$ cat src/rtl/intr_pkg.sv
package intr_pkg;
  localparam int NUM_CLS = 7;
  localparam int CLS_W   = 3;

  typedef enum logic [CLS_W-1:0] {
    CLS_TLZ    = 3'd0,
    CLS_HTICK  = 3'd1,
    CLS_IVEC   = 3'd2,
    CLS_CMONDO = 3'd3,
    CLS_DMONDO = 3'd4,
    CLS_RESERR = 3'd5,
    CLS_SOFT   = 3'd6
  } intr_class_e;
endpackage

$ cat src/rtl/intr_soft_level.sv
module intr_soft_level #(
  parameter int SOFT_W = 16,
  localparam int LVL_W = $clog2(SOFT_W)
) (
  input  logic [SOFT_W-1:0] softint,
  output logic [LVL_W-1:0]  level,
  output logic              only_one
);
  logic [SOFT_W-1:0] lvl_bit;
  logic [SOFT_W-1:0] leftover;

  always_comb begin
    level = '0;
    for (int i = 0; i < SOFT_W; i++) begin
      if (softint[i]) level = i[LVL_W-1:0];
    end
  end

  always_comb begin
    lvl_bit  = {{(SOFT_W-1){1'b0}}, 1'b1} << level;
    leftover = softint & ~lvl_bit;
    only_one = (leftover == '0);
  end
endmodule

$ cat src/rtl/intr_arbiter.sv
module intr_arbiter
  import intr_pkg::*;
#(
  parameter int LVL_W   = 4,
  parameter int TL_W    = 3,
  parameter int VEC_LVL = 6
) (
  input  logic               clk,
  input  logic               rst_n,
  input  logic [NUM_CLS-1:0] pend,
  input  logic               hpriv,
  input  logic               ie,
  input  logic               tlz_en,
  input  logic [TL_W-1:0]    trap_level,
  input  logic [LVL_W-1:0]   pil,
  input  logic [LVL_W-1:0]   level,
  input  logic               hintp0,
  output logic               take,
  output logic               cons,
  output intr_class_e        sel
);
  logic tlz_ok, htick_ok, vec_low;

  always_comb begin
    tlz_ok   = pend[CLS_TLZ] && tlz_en && (trap_level == '0);
    htick_ok = pend[CLS_HTICK] && hintp0;
    vec_low  = (level < LVL_W'(VEC_LVL)) && pend[CLS_IVEC];
  end

  always_comb begin
    take = 1'b0;
    cons = 1'b0;
    sel  = CLS_TLZ;
    if (hpriv) begin
      if (ie) begin
        if (htick_ok) begin
          take = 1'b1; sel = CLS_HTICK;
        end else if (pend[CLS_IVEC]) begin
          cons = 1'b1; sel = CLS_IVEC;
        end
      end
    end else begin
      if (tlz_ok) begin
        take = 1'b1; sel = CLS_TLZ;
      end else if (htick_ok) begin
        take = 1'b1; sel = CLS_HTICK;
      end else if (ie) begin
        if (pend[CLS_CMONDO]) begin
          take = 1'b1; sel = CLS_CMONDO;
        end else if (pend[CLS_DMONDO]) begin
          take = 1'b1; sel = CLS_DMONDO;
        end else if (pend[CLS_SOFT] && vec_low) begin
          cons = 1'b1; sel = CLS_IVEC;
        end else if (pend[CLS_SOFT] && (level > pil)) begin
          take = 1'b1; sel = CLS_SOFT;
        end else if (pend[CLS_RESERR]) begin
          take = 1'b1; sel = CLS_RESERR;
        end
      end
    end
  end

  AST_HPRIV_IE_OFF_IDLE: assert property (@(posedge clk) disable iff (!rst_n)
    (hpriv && !ie) |-> (!take && !cons));
  AST_SINGLE_OUTCOME: assert property (@(posedge clk) disable iff (!rst_n)
    !(take && cons));
  AST_TLZ_GATED: assert property (@(posedge clk) disable iff (!rst_n)
    (take && sel == CLS_TLZ) |-> (tlz_en && trap_level == '0));
  AST_SOFT_ABOVE_PIL: assert property (@(posedge clk) disable iff (!rst_n)
    (take && sel == CLS_SOFT) |-> (level > pil));
  AST_CONSUME_IS_VECTOR: assert property (@(posedge clk) disable iff (!rst_n)
    cons |-> (sel == CLS_IVEC && pend[CLS_IVEC]));
endmodule

$ cat src/rtl/intr_pend_bank.sv
module intr_pend_bank
  import intr_pkg::*;
#(
  localparam int CNT_W = $clog2(NUM_CLS + 1)
) (
  input  logic               clk,
  input  logic               rst_n,
  input  logic               post_valid,
  input  logic [CLS_W-1:0]   post_class,
  input  logic               clr_valid,
  input  logic [CLS_W-1:0]   clr_class,
  output logic [NUM_CLS-1:0] pend,
  output logic               any_pending,
  output logic               post_error
);
  logic [NUM_CLS-1:0] set_vec, clr_vec, pend_next;
  logic [CNT_W-1:0]   cnt, cnt_next;
  logic               inc, dec, upd_en;

  always_comb begin
    post_error = post_valid && (post_class >= CLS_W'(NUM_CLS));
    set_vec = '0;
    clr_vec = '0;
    if (post_valid && !post_error) set_vec[post_class] = 1'b1;
    if (clr_valid && (clr_class < CLS_W'(NUM_CLS))) clr_vec[clr_class] = 1'b1;
    pend_next = (pend & ~clr_vec) | set_vec;
    inc       = |(set_vec & ~pend);
    dec       = |(clr_vec & pend & ~set_vec);
    cnt_next  = cnt + CNT_W'(inc) - CNT_W'(dec);
    upd_en    = (|set_vec) || (|clr_vec);
  end

  always_ff @(posedge clk or negedge rst_n) begin
    if (!rst_n) begin
      pend <= '0;
      cnt  <= '0;
    end else if (upd_en) begin
      pend <= pend_next;
      cnt  <= cnt_next;
    end
  end

  assign any_pending = (cnt != '0);

  AST_COUNT_TRACKS_FLAGS: assert property (@(posedge clk) disable iff (!rst_n)
    cnt == CNT_W'($countones(pend)));
  AST_BAD_POST_NO_EFFECT: assert property (@(posedge clk) disable iff (!rst_n)
    (post_valid && post_class >= CLS_W'(NUM_CLS) && !clr_valid) |=> $stable(pend));
  AST_ACCEPT_CLEARS: assert property (@(posedge clk) disable iff (!rst_n)
    (clr_valid && !(post_valid && post_class == clr_class)) |=> !pend[$past(clr_class)]);
  AST_POST_SETS: assert property (@(posedge clk) disable iff (!rst_n)
    (post_valid && post_class < CLS_W'(NUM_CLS)) |=> pend[$past(post_class)]);
endmodule

$ cat src/rtl/intr_prio_sel.sv
module intr_prio_sel
  import intr_pkg::*;
#(
  parameter int SOFT_W  = 16,
  parameter int TL_W    = 3,
  parameter int VEC_LVL = 6,
  localparam int LVL_W  = $clog2(SOFT_W)
) (
  input  logic              clk,
  input  logic              rst_n,
  input  logic              post_valid,
  input  logic [2:0]        post_class,
  input  logic              hpriv,
  input  logic              ie,
  input  logic              tlz_en,
  input  logic [TL_W-1:0]   trap_level,
  input  logic [LVL_W-1:0]  pil,
  input  logic [SOFT_W-1:0] softint,
  input  logic              hintp0,
  input  logic              accept,
  output logic              take_trap,
  output logic [2:0]        trap_type,
  output logic              consume,
  output logic [LVL_W-1:0]  soft_level,
  output logic              any_pending,
  output logic              post_error
);
  logic [NUM_CLS-1:0] pend;
  logic               only_one;
  logic               take, cons, clr_valid;
  intr_class_e        sel;

  intr_soft_level #(.SOFT_W(SOFT_W)) u_lvl (
    .softint  (softint),
    .level    (soft_level),
    .only_one (only_one)
  );

  intr_arbiter #(.LVL_W(LVL_W), .TL_W(TL_W), .VEC_LVL(VEC_LVL)) u_arb (
    .clk        (clk),
    .rst_n      (rst_n),
    .pend       (pend),
    .hpriv      (hpriv),
    .ie         (ie),
    .tlz_en     (tlz_en),
    .trap_level (trap_level),
    .pil        (pil),
    .level      (soft_level),
    .hintp0     (hintp0),
    .take       (take),
    .cons       (cons),
    .sel        (sel)
  );

  always_comb begin
    clr_valid = accept && (take || cons) && ((sel != CLS_SOFT) || only_one);
    take_trap = take;
    consume   = cons;
    trap_type = take ? sel : 3'd0;
  end

  intr_pend_bank u_bank (
    .clk         (clk),
    .rst_n       (rst_n),
    .post_valid  (post_valid),
    .post_class  (post_class),
    .clr_valid   (clr_valid),
    .clr_class   (sel),
    .pend        (pend),
    .any_pending (any_pending),
    .post_error  (post_error)
  );

  AST_TRAP_TYPE_IDLE_ZERO: assert property (@(posedge clk) disable iff (!rst_n)
    !take_trap |-> (trap_type == 3'd0));
  AST_NO_OFFER_WHEN_EMPTY: assert property (@(posedge clk) disable iff (!rst_n)
    !any_pending |-> (!take_trap && !consume));
endmodule

$ cat config.mk
export PLATFORM = sky130hd
export DESIGN_NAME = intr_prio_sel
export DESIGN_NICKNAME = d
export VERILOG_FILES = /design/src/rtl/intr_pkg.sv /design/src/rtl/intr_soft_level.sv /design/src/rtl/intr_arbiter.sv /design/src/rtl/intr_pend_bank.sv /design/src/rtl/intr_prio_sel.sv
export SDC_FILE = /design/constraint.sdc
export NUM_CORES = 1
export LEC_CHECK = 0
export BUFFER_PORTS_ARGS = -buffer_cell sky130_fd_sc_hd__buf_2
export CORE_MARGIN = 10
export CORE_UTILIZATION = 56
export DETAILED_ROUTE_END_ITERATION = 16
export PLACE_DENSITY = 0.83
export SLEW_MARGIN = 40
export SYNTH_ARGS = -nofsm -noshare
export SYNTH_HDL_FRONTEND = slang
export SYNTH_HIERARCHICAL = 1
export SYNTH_SLANG_ARGS = --single-unit
$ cat constraint.sdc
create_clock -name clk -period 8.6 [get_ports clk]
set_input_delay 1.29 -clock clk [delete_from_list [all_inputs] [get_ports clk]]
set_output_delay 1.29 -clock clk [all_outputs]
set_load 0.01 [all_outputs]
==> qor.yml <==
cts:
  cts_max_path_buffers: 2
  cts_root_buffer: "clkbuf_4"
  cts_buffers: 3
  cts_tree: "yes"
  insertion_delay_ns: 0.26
  cts_hold_buffers: 0
  clk_pin_slew_ns: 0.06
  cts.sinks: 10
  cts_resized: 0
  post_cts_buffers: 0
  cts_max_level: 1
setup_path:
  critPathLaunchType: "input pin"
  cp_max_fo: 9
  cp.required_ns: 8.78
  crit_type: "input pin to flip-flop"
  cp_data_arrival_time_ns: 6.26
  critPathCaptureType: "flip-flop"
final_layout:
  fin_nets: 273
  synthToLayoutAreaGrowth_pct: 19.5
  layout_commonest_cell: "buf_2"
  final_core_util: 0.698
  drive_gt1_frac: 0.330
  fin_cells: 260
  n_antenna_cell: 0
  layout_common_cells: "buf_2 (44), nand2_1 (20), nor2_1 (17), inv_1 (17), o21ai_0 (11)"
sta:
  min_period_over_period: 0.707
  tightest_slew_ns: 0.524
  slew_violations: 0
  rsz0062_at_grt: "false"
  fin_crit_ns: 6.08
  skew_ns: 0.00332
  post-route-worst-setup-slack_ns: 2.52
  slew_headroom: 0.648
  clock.fmax_mhz: 165
  setup_tns_ns: 0
  setup_viol: 0
  hold_viol: 0
detailed_routing:
  ant_nets: 0
  dr.pass1.iters: 5
  via_count: 1628
  drc: 0
  viasPerCell: 6.26
  drtIter0Drc: 180
  wl_mm: 4.21
  avgRoutedWirePerCell_um: 16.2
floorplan:
  die-area_um2: 5020
  core_area_um2: 2480
  die_y_um: 70.8
  boundaryPins: 45
  die_w_um: 70.8
  fp-row-count: 18
  start_util: 0.584
logic_synthesis:
  synth-seq-cells: 10
  syn_area_um2: 1450
  avgSynthCellArea_um2: 7.87
  synth_ff_type: "dfrtp_1"
  synth_warnings: 6
  ys_seq_area_frac: 0.173
  ys_types: 68
  async_flop_share: 1.00
  synth_edf_count: 0
  postSynthCellCount: 184
  synth_nets: 225
global_routing:
  overflow: 0
  grt_pass1_vias: 1583
  grt_pass1_wl_mm: 7.21
  grt_max_degree: 11
  grt_usage: 0.164
  antenna_found_initial: 0
power_and_ir_drop:
  power_leakage_uw: 0.000778
  fin_total_pwr_uw: 265
  peakVddDrop_uv: 177
  p_per_area_nw_per_um2: 153
placement:
  port_buffers: 44
  dp.cells: 257
  pre_cts_ws_ns: 2.10
  gp_congestion: 0.922
  dp.final_hpwl_mm: 3.40
worst_hold_path:
  hp-class: "flip-flop to flip-flop"
status:
  status: "finished clean"
flow_run:
  maxCapViolCount: 0
## logic make-up after synthesis
group,count (synthesis),share of synthesized area
xor gates and xnor gates,2,0.0121
buffers and inverters,18,0.0493
AOI/OAI and AO/OA,53,0.277
and+or+nand+nor,92,0.407
muxes,2,0.0156
DFF,10,0.173
adders and majority gates,7,0.0657
## worst max-delay path: stages
cell      delay, ns
buf_2          0.12
nor3b_1        0.15
o31ai_1        0.33
a31o_2         0.24
a21oi_1        0.06
or2_2          0.28
inv_1          0.07
ha_1           0.22
nand4_1        0.08
nand2_1        0.07
a21oi_2        0.17
o21ai_0        0.15
a211oi_2       0.51
and4bb_1       0.26
nor2_1         0.10
nor2b_2        0.20
and3_2         0.24
a311oi_2       0.25
nand4_1        0.14
ha_1           0.29
inv_1          0.04
ha_1           0.18
fa_1           0.38
xor2_1         0.15
nor2_1         0.12
xor2_1         0.17
## area by class of cell
cell class | count | area [µm²]
clock buffer | 3 | 22.5
timing repair buffer | 44 | 220
inverter | 17 | 63.8
sequential | 10 | 250
multi-input combinational | 156 | 1140
fill | 205 | 747
tap | 30 | 37.5
## cell usage after synthesis, drive strengths merged, types with 2 or more instances
cell / n / area share
nand2: 21 / 0.060
nor4: 5 / 0.041
o31ai: 4 / 0.024
nor2b: 4 / 0.024
o211ai: 2 / 0.014
and2: 4 / 0.019
and3: 3 / 0.017
o22ai: 3 / 0.013
and4bb: 2 / 0.017
nand4b: 3 / 0.018
nor2: 17 / 0.044
ha: 6 / 0.052
o21a: 2 / 0.010
nand3: 7 / 0.028
inv: 17 / 0.044
o21ai: 14 / 0.056
xor2: 2 / 0.012
mux2: 2 / 0.016
nor3b: 2 / 0.010
dfrtp: 10 / 0.17
nand4: 6 / 0.026
o41ai: 2 / 0.017
a211oi: 4 / 0.021
a21oi: 9 / 0.036
nor3: 3 / 0.010
or2: 4 / 0.017
nand4bb: 2 / 0.016
## worst paths after layout
check | start | end | slack, ns | cells past startpoint
worst max-delay path | softint[5] | u_bank/cnt[2]$_DFFE_PN0P_ | 2.52 | 26
worst min register to register | u_bank/cnt[2]$_DFFE_PN0P_ | u_bank/cnt[2]$_DFFE_PN0P_ | 0.48 | 1
min in group asynchronous | rst_n | u_bank/cnt[1]$_DFFE_PN0P_ | 0.88 | 1
max in group asynchronous | rst_n | u_bank/pend[2]$_DFFE_PN0P_ | 7.52 | 1
worst min-delay path | u_bank/cnt[2]$_DFFE_PN0P_ | u_bank/cnt[2]$_DFFE_PN0P_ | 0.48 | 1
worst max register to register | u_bank/pend[0]$_DFFE_PN0P_ | u_bank/cnt[2]$_DFFE_PN0P_ | 4.58 | 17
## per-stage QoR
step | instance area [µm²] | hold slack, ns
4_1_cts | 1720 | 0.490
3_5_place_dp | 1700 | 0.474
2_1_floorplan | 1450 | 0.436
6_report | 1730 | 0.483
3_3_place_gp | 1700 | 0.451
5_1_grt | 1730 | 0.520
## state kept, by name, summed over array words and instances, names as in the netlist
| signal | flops |
|---|---|
| u_bank/cnt | 3 |
| u_bank/pend | 7 |
## power by group
group          leakage [µW]  switching, µW  internal (µW)
Clock             0.0000138           14.9           16.1
Combinational      0.000656           77.8           62.7
Sequential         0.000108           27.1           66.6
Total              0.000778            120            145
## per-layer routing
layer,wire (µm),global-route usage,vias up
li1,-,-,791
met3,335,0.0502,8
met5,0,0,-
met2,2080,0.289,80
met4,40,0.0344,0
met1,1760,0.189,749
Note: power is estimated with default switching activity, not from simulation.
